## config.mk

```make
export PLATFORM = sky130hd
export DESIGN_NAME = bsc_engine
export DESIGN_NICKNAME = d
export VERILOG_FILES = /design/src/rtl/bsc_pkg.sv /design/src/rtl/bsc_escape_filter.sv /design/src/rtl/bsc_check_accum.sv /design/src/rtl/bsc_frame_judge.sv /design/src/rtl/bsc_engine.sv
export SDC_FILE = /design/constraint.sdc
export NUM_CORES = 1
export LEC_CHECK = 0
export BUFFER_PORTS_ARGS = -buffer_cell sky130_fd_sc_hd__buf_2
export CAP_MARGIN = 20
export CORE_MARGIN = 2
export CORE_UTILIZATION = 46
export CTS_BUF_LIST = sky130_fd_sc_hd__clkbuf_4 sky130_fd_sc_hd__clkbuf_8
export CTS_CLUSTER_SIZE = 12
export DETAILED_ROUTE_END_ITERATION = 7
export PLACE_DENSITY = 0.69
export SETUP_SLACK_MARGIN = 0.4
export SLEW_MARGIN = 20
export SYNTH_ARGS = -nofsm -noshare
export SYNTH_HDL_FRONTEND = slang
export SYNTH_SLANG_ARGS = --single-unit
```

## constraint.sdc

```tcl
create_clock -name clk -period 3.1 [get_ports clk]
set_clock_uncertainty 0.2 [all_clocks]
set_input_delay 0 -clock clk [delete_from_list [all_inputs] [get_ports clk]]
set_output_delay 0 -clock clk [all_outputs]
set_load 0.1 [all_outputs]
```

## src/rtl/bsc_pkg.sv

```systemverilog
package bsc_pkg;
  typedef enum logic {CHK_CRC = 1'b0, CHK_LRC = 1'b1} chk_mode_e;

  localparam logic [7:0] CODE_DLE = 8'h10;
  localparam logic [7:0] CODE_SYN = 8'h16;
  localparam logic [15:0] CRC_REFLECTED_POLY = 16'hA001;

  // number of check characters that close a frame in each mode
  function automatic logic [1:0] bcc_len(input chk_mode_e m);
    return (m == CHK_LRC) ? 2'd1 : 2'd2;
  endfunction
endpackage

```

## src/rtl/bsc_escape_filter.sv

```systemverilog
module bsc_escape_filter #(
  parameter int DW = 8,
  parameter logic [DW-1:0] ESC = 8'h10,
  parameter logic [DW-1:0] IDLE = 8'h16
) (
  input  logic          clk,
  input  logic          rst,
  input  logic          fire,
  input  logic          sof,
  input  logic          is_bcc,
  input  logic          strip_en,
  input  logic [DW-1:0] data,
  output logic          take,
  output logic          pass
);
  logic pending;
  logic pend_eff;
  logic set_pend;

  assign pend_eff = sof ? 1'b0 : pending;

  always_comb begin
    take = 1'b1;
    pass = 1'b1;
    set_pend = 1'b0;
    if (is_bcc) begin
      pass = 1'b0;
    end else if (strip_en) begin
      if (pend_eff) begin
        if (data == IDLE) begin
          take = 1'b0;
          pass = 1'b0;
        end
      end else if (data == ESC) begin
        take = 1'b0;
        pass = 1'b0;
        set_pend = 1'b1;
      end
    end
  end

  always_ff @(posedge clk) begin
    if (rst) pending <= 1'b0;
    else if (fire) pending <= set_pend;
  end

  // any byte taken while an escape is pending settles it
  a_r7_pending_clears: assert property (@(posedge clk) disable iff (rst)
    (pending && fire && !sof) |=> !pending);
endmodule

```

## src/rtl/bsc_check_accum.sv

```systemverilog
module bsc_check_accum #(
  parameter int DW = 8,
  parameter int CW = 16,
  parameter logic [CW-1:0] POLY = 16'hA001
) (
  input  logic          clk,
  input  logic          rst,
  input  logic          fire,
  input  logic          sof,
  input  logic          take,
  input  logic          mode_lrc,
  input  logic [DW-1:0] data,
  output logic [CW-1:0] chk,
  output logic          next_zero
);
  localparam int PADW = CW - DW;

  logic [CW-1:0] base;
  logic [CW-1:0] nxt;
  logic [CW-1:0] stg [0:DW];
  logic [DW-1:0] col;

  assign base = sof ? '0 : chk;
  assign stg[0] = base ^ {{PADW{1'b0}}, data};

  for (genvar g = 0; g < DW; g++) begin : g_crc_bit
    assign stg[g+1] = stg[g][0] ? ((stg[g] >> 1) ^ POLY) : (stg[g] >> 1);
  end

  for (genvar b = 0; b < DW; b++) begin : g_lrc_col
    assign col[b] = base[b] ^ data[b];
  end

  always_comb begin
    if (!take) nxt = base;
    else if (mode_lrc) nxt = {{PADW{1'b0}}, col};
    else nxt = stg[DW];
  end

  assign next_zero = (nxt == '0);

  always_ff @(posedge clk) begin
    if (rst) chk <= '0;
    else if (fire) chk <= nxt;
  end

  // the parity mode never sets the upper half
  a_r3_lrc_upper_zero: assert property (@(posedge clk) disable iff (rst)
    (fire && mode_lrc) |=> (chk[CW-1:DW] == '0));
endmodule

```

## src/rtl/bsc_frame_judge.sv

```systemverilog
module bsc_frame_judge
  import bsc_pkg::*;
(
  input  logic clk,
  input  logic rst,
  input  logic fire,
  input  logic sof,
  input  logic is_bcc,
  input  logic mode_lrc,
  input  logic next_zero,
  output logic done,
  output logic ok
);
  logic [1:0] cnt;
  logic [1:0] cnt_base;
  logic [1:0] need;

  assign cnt_base = sof ? 2'd0 : cnt;
  assign need = bcc_len(mode_lrc ? CHK_LRC : CHK_CRC);

  always_ff @(posedge clk) begin
    if (rst) begin
      cnt  <= 2'd0;
      done <= 1'b0;
      ok   <= 1'b0;
    end else begin
      done <= 1'b0;
      if (fire && is_bcc) begin
        if (cnt_base + 2'd1 >= need) begin
          cnt  <= 2'd0;
          done <= 1'b1;
          ok   <= next_zero;
        end else begin
          cnt <= cnt_base + 2'd1;
        end
      end else if (fire && sof) begin
        cnt <= 2'd0;
      end
    end
  end

  // frame end is a single-cycle pulse
  a_r5_done_pulse: assert property (@(posedge clk) disable iff (rst)
    done |=> !done);
endmodule

```

## src/rtl/bsc_engine.sv

```systemverilog
module bsc_engine
  import bsc_pkg::*;
#(
  parameter int DW = 8,
  parameter int CW = 16,
  parameter logic [CW-1:0] POLY = CRC_REFLECTED_POLY,
  parameter logic [DW-1:0] ESC = CODE_DLE,
  parameter logic [DW-1:0] IDLE = CODE_SYN
) (
  input  logic          clk,
  input  logic          rst,
  input  logic          cfg_lrc,
  input  logic          cfg_rx,
  input  logic          cfg_transparent,
  input  logic          s_valid,
  output logic          s_ready,
  input  logic [DW-1:0] s_data,
  input  logic          s_sof,
  input  logic          s_bcc,
  output logic          m_valid,
  input  logic          m_ready,
  output logic [DW-1:0] m_data,
  output logic [CW-1:0] chk_value,
  output logic          frame_done,
  output logic          frame_ok
);
  logic fire;
  logic take;
  logic pass;
  logic strip_en;
  logic next_zero;

  assign s_ready  = !m_valid || m_ready;
  assign fire     = s_valid && s_ready;
  assign strip_en = cfg_rx && cfg_transparent;

  bsc_escape_filter #(.DW(DW), .ESC(ESC), .IDLE(IDLE)) u_filter (
    .clk(clk), .rst(rst), .fire(fire), .sof(s_sof), .is_bcc(s_bcc),
    .strip_en(strip_en), .data(s_data), .take(take), .pass(pass)
  );

  bsc_check_accum #(.DW(DW), .CW(CW), .POLY(POLY)) u_accum (
    .clk(clk), .rst(rst), .fire(fire), .sof(s_sof), .take(take),
    .mode_lrc(cfg_lrc), .data(s_data), .chk(chk_value), .next_zero(next_zero)
  );

  bsc_frame_judge u_judge (
    .clk(clk), .rst(rst), .fire(fire), .sof(s_sof), .is_bcc(s_bcc),
    .mode_lrc(cfg_lrc), .next_zero(next_zero), .done(frame_done), .ok(frame_ok)
  );

  always_ff @(posedge clk) begin
    if (rst) begin
      m_valid <= 1'b0;
      m_data  <= '0;
    end else if (fire && pass) begin
      m_valid <= 1'b1;
      m_data  <= s_data;
    end else if (m_ready) begin
      m_valid <= 1'b0;
    end
  end

  // a stalled output byte is held
  a_r10_hold: assert property (@(posedge clk) disable iff (rst)
    (m_valid && !m_ready) |=> (m_valid && $stable(m_data)));
  // a check byte never produces output
  a_r9_bcc_not_forwarded: assert property (@(posedge clk) disable iff (rst)
    (fire && s_bcc) |=> !m_valid);
  // an escape opening a frame in transparent receive is swallowed
  a_r6_dle_dropped: assert property (@(posedge clk) disable iff (rst)
    (fire && cfg_rx && cfg_transparent && s_sof && !s_bcc && s_data == ESC) |=> !m_valid);
endmodule

```

# Word level (Yosys, flattened, before mapping)
# Cells that the tools add are included.
[word_totals]
word_cells = 72
inputBits = 17
ff_bits = 30
[op_classes]
add_sub_neg = 1
eq_ne = 2
bitwise = 18
magnitude_cmp = 1
muxes = 31
reduce_logical = 12
[op_table]
columns = ["cell", "count"]
rows = [
  ["16-bit 2-to-1 mux", 11],
  ["2-bit inverter with 3-bit output", 8],
  ["8-bit by 5-bit == test with 1-bit output (second input constant)", 2],
  ["16-bit logical NOT", 1],
  ["16-bit by 8-bit XOR with 16-bit output", 1],
  ["1-bit 2-to-1 mux", 15],
  ["2-bit 2-to-1 mux", 5],
  ["1-bit XOR", 8],
  ["1-bit logical AND", 5],
  ["2-bit nonzero test", 2],
  ["2-bit by 1-bit adder with 2-bit output (second input constant)", 1],
  ["2-bit greater-or-equal comparator", 1],
  ["2-bit AND reduction", 1],
  ["2-bit OR reduction", 1],
  ["1-bit logical NOT", 1],
  ["1-bit logical OR", 1],
  ["1-bit inverter", 1],
]

# Depth between registers and ports, before layout
[depth]
word_depth = 21
ltp_mapped = 13
ltp_nobuf = 10

# Modules after synthesis
# Synthesis repeated with hierarchy kept, for this count alone.
[hier_totals]
cells_unflattened = 240
hier_area_um2 = 2050.7
[by_module_without_submodules]
columns = ["module", "instances", "area_each_um2", "seq_area_each_um2", "cells_each"]
rows = [
  ["bsc_check_accum", 1, 1288.7, 320.3, 162],
  ["bsc_engine", 1, 432.9, 180.2, 41],
  ["bsc_frame_judge", 1, 220.2, 80.1, 23],
  ["bsc_escape_filter", 1, 108.9, 20.0, 14],
]

# Worst setup path after synthesis
# No wires, ideal clock.
[synth_timing]
path_kind = "reg-to-reg"
startpoint = "register m_valid"
endpoint = "register u_judge.cnt[1]"
stages_incl_launch_ff = 10
t_required_ns = 2.772
t_arrival_ns = 2.831
path_slack_ns = -0.058
synth_period_minus_slack_ns = 3.158
path_cell_list = "dfxtp_1 -> nand2b_1 -> and2_1 -> clkbuf_1 -> nand4_1 -> nor2_1 -> a21oi_1 -> nor2_1 -> a21oi_1 -> nor2_1"
[synth_between]
elab_chain_cells = 5
elab_cells_between_ends = 7
classes_between = "1 x mux; 6 x reduce/logical"
[synth_rtl]
columns = ["element", "line_no", "rtl"]
rows = [
  ["start, declared", "bsc_engine.sv:20", "output logic m_valid,"],
  ["start signal, assigned", "bsc_engine.sv:54", "m_valid <= 1'b0;"],
  ["start signal, assigned", "bsc_engine.sv:57", "m_valid <= 1'b1;"],
  ["start signal, assigned", "bsc_engine.sv:60", "m_valid <= 1'b0;"],
  ["1-bit logical NOT *", "bsc_engine.sv:33", "assign s_ready = !m_valid || m_ready;"],
  ["1-bit logical OR *", "bsc_engine.sv:33", ""],
  ["named net s_ready", "bsc_engine.sv:16", "output logic s_ready,"],
  ["1-bit logical AND *", "bsc_engine.sv:34", "assign fire = s_valid && s_ready;"],
  ["1-bit logical AND, on equally long branches", "bsc_frame_judge.sv:28, bsc_frame_judge.sv:36", ""],
  ["2-bit 2-to-1 mux / 2-bit nonzero test (equally long branches)", "--", ""],
  ["end signal, assigned", "bsc_frame_judge.sv:34", "cnt <= cnt_base + 2'd1;"],
  ["end, declared", "bsc_frame_judge.sv:14", "logic [1:0] cnt;"],
]
# The timed path passes the listed nets; every way through them passes the cells marked *.
# A chain may end at the register's enable or synchronous reset.

# Worst setup path in the final report
[layout_timing]
startpoint = "input s_data[1]"
endpoint = "register u_accum.chk[0]"
[layout_between]
elab_chain_cells = 12
elab_cells_between_ends = 19
classes_between = "2 x eq/ne; 15 x mux; 2 x bitwise"
[layout_rtl]
columns = ["element", "line_no", "rtl"]
rows = [
  ["start, declared", "bsc_engine.sv:17", "input logic [DW-1:0] s_data,"],
  ["16-bit by 8-bit XOR with 16-bit output", "bsc_check_accum.sv:24", "assign stg[0] = base ^ {{PADW{1'b0}}, data};"],
  ["2-bit inverter with 3-bit output (no line)", "--", ""],
  ["16-bit 2-to-1 mux (8 in series)", "bsc_check_accum.sv:27", "assign stg[g+1] = stg[g][0] ? ((stg[g] >> 1) ^ POLY) : (stg[g] >> 1);"],
  ["16-bit 2-to-1 mux", "bsc_check_accum.sv:36", "else if (mode_lrc) nxt = {{PADW{1'b0}}, col};"],
  ["16-bit 2-to-1 mux *", "bsc_check_accum.sv:35", "if (!take) nxt = base;"],
  ["end signal, assigned", "bsc_check_accum.sv:44", "else if (fire) chk <= nxt;"],
  ["end, declared", "bsc_check_accum.sv:13", "output logic [CW-1:0] chk,"],
]
# Mark *: on every way between the ends. The rest lies on a longest branch, timed or not.

==> reports/qor.csv <==
metric,value,unit
ys.warnings.count,0,
die_y,70.5,um
cts_tree,built,
clk_pin_slew_worst_paths,0.07,ns
place_inst,331,
antenna_cells,0,
gp_congestion,0.961,
yosysTopAreaCellShare,29.6,%
cp_max_fo,7,
slew_violations,0,
grt_antenna_before_repair,0,
wl_per_cell,15.4,um
critPathLaunchType,input pin,
finalCriticalPeriod,2.61,ns
first_iter_violations,90,
power_density,529,nW/um^2
grt_pass1_vias,1774,
synth_cell_types,45,
numPortBuffers,44,
rsz0062_at_grt,no,
fin_cells,352,
yosysTopAreaCell,dfxtp_1,
synth_area_leaders,"dfxtp_1 (30%), xnor2_1 (9.9%), nor2_1 (8.7%), a21oi_1 (4.7%), mux2i_1 (4.4%)",
dieWidth,70.5,um
avgViaCountPerCell,5.50,
clock_path_buffers,2,
finalHoldViolCount,0,
holdCritPathClass,input pin to flip-flop,
drtPass1Iterations,4,
route.detailed.drc,0,
ys.flop_type,dfxtp_1,
synth-async-reset-ratio,0,%
outcome,"finished, final reports clean",
finalWorstSetupSlack,0.490,ns
synth_area,2030,um^2
syn_inst,252,
final-setup-viol-count,0,
gr-total-overflow,0,
r2r-start,u_accum.chk[0]$_SDFFE_PP0P_,
cts_buffers,5,
layout-area-overhead-vs-synth,24.0,%
nets,318,
critPathMaxStageDelay,0.53,ns
fmax,0.383,GHz
pre_cts_ws,0.546,ns
die_area,4960,um^2
core,4290,um^2
track_usage,22.5,%
maxSlewHeadroom,60.4,%
start_util,47.3,%
ys_seq_area_share,29.6,%
ys_ff_latch,30,
yosys.cell_count.top_type,nor2_1,
synth_area_per_cell,8.06,um^2
vdd_ir_drop_max,265,uV
fin_util,58.7,%
power.leakage,0.00107,uW
rows,24,
layout-drive-gt1-share,25.3,%
ctsHtreeMaxLevel,2,
end_kind,flip-flop,
finalInstanceArea,2520,um^2
worst_pin_slew,0.593,ns
cp_data_arrival_time,2.57,ns
dpl.hpwl,3890,um
fin_crit_sh,84.2,%
placed_area,2270,um^2
ios,45,
synth_common_cells,"nor2_1 (47), dfxtp_1 (30), xnor2_1 (23)",
cp_slowest_cell,dlygate4sd3_1,
drv_cap,0,
fin_setup_tns,0,ns
worstPathCellList,dlygate4sd3_1 > buf_2 > xnor2_2 > xnor3_2 > xor2_4 > xnor3_1 > xnor2_1 > o21ai_1 > a2bb2oi_1 > nor2_1,
finalWirelength,5420,um
critPathLaunch,s_data[1],
critPathKind,input pin to flip-flop,
min-delay-start,s_sof,
vias,1937,
antenna_left,0,
cts_sinks,30,
clk_latency,0.29,ns
grt_max_degree,31,
cts_root_buffer,clkbuf_8,
synth_nets,271,
required,3.06,ns
synth_edf_count,0,
grt_first_pass_wirelength,8760,um
## worst max-delay path, delay by kind of cell
kind	cells	cell delay, ns
xor gates and xnor gates	5	1.40
buffers and inverters	2	0.71
AOI/OAI and AO/OA	2	0.40
and+or+nand+nor	1	0.05
## timing repair
item / 4_1_cts / 5_1_grt
hold endpoints to repair: 14 / 0
resized for setup: 0 / 3
endpoints found under the setup margin: 0 / 2
setup buffers: 0 / 0
hold buffers: 13 / 0
## state kept, by name, indices dropped and copies added (netlist names)
signal / flops
m_valid: 1
m_data: 8
u_filter.pending: 1
u_judge.done: 1
u_judge.cnt: 2
u_accum.chk: 16
u_judge.ok: 1
## kinds of logic (layout without fill, tap and decap cells)
| logic type | after synthesis | count (layout) | share of synthesized area (%) |
|---|---|---|---|
| adder cells (fa/ha/maj) | 2 | 2 | 1.23 |
| XOR/XNOR | 35 | 35 | 18.2 |
| multiplexers | 9 | 9 | 4.43 |
| buffers and inverters | 21 | 69 | 4.31 |
| AND/OR/NAND/NOR | 100 | 100 | 24.8 |
| AO/OA/AOI/OAI | 55 | 55 | 17.4 |
| flip-flops | 30 | 30 | 29.6 |
## per-layer routing
metal / share of wire [%] / routed length, um / track usage [%]
met5: 0 / 0 / 0
met3: 5.1 / 279 / 5.05
met1: 45 / 2440 / 29.5
met4: 1.2 / 63 / 7.05
met2: 49 / 2640 / 36.8
## metrics by stage
step | power (uW) | hold slack, ns
global route | 1400 | 0.0364
finish | 1330 | 0.0189
floorplan | 886 | -0.115
CTS | 1330 | 0.0131
detailed placement | 979 | 0.112
global placement | 974 | 0.0990
## path summary, 6_finish.rpt
path | to | depth (start not counted) | slack (ns)
worst min register to register | u_filter.pending$_SDFFE_PP0P_ | 2 | 0.26
worst min-delay path | u_judge.cnt[1]$_SDFFE_PP0P_ | 4 | 0.02
worst max register to register | u_accum.chk[0]$_SDFFE_PP0P_ | 8 | 0.54
worst max-delay path | u_accum.chk[0]$_SDFFE_PP0P_ | 10 | 0.49
## cell usage in the layout, fill, tap and decap left out, types with 5 or more instances in the layout
master and count:
a21oi_1 19, a22oi_1 8, buf_2 44, clkbuf_8 6, dfxtp_1 22, dfxtp_2 5
dlygate4sd3_1 13, mux2i_1 9, nand2_1 8, nand2b_1 10, nand3_1 5, nor2_1 46
nor2b_1 7, nor4_1 5, o21ai_0 8, xnor2_1 22, xor2_1 7
## area by class of cell
class,count,area [um^2]
repair buffers,59,365
inverters,2,7.51
fillers,399,1780
well taps,52,65.1
multi-input cells,201,1370
clock buffers,7,90.1
flip-flops and latches,30,618
clock inverters,1,5.00
## power breakdown
group / switching (uW) / internal (uW) / total, uW
Combinational: 365 / 187 / 551
Clock: 149 / 187 / 337
Sequential: 31.7 / 413 / 444
No activity file was read; power rests on OpenSTA's default activity.
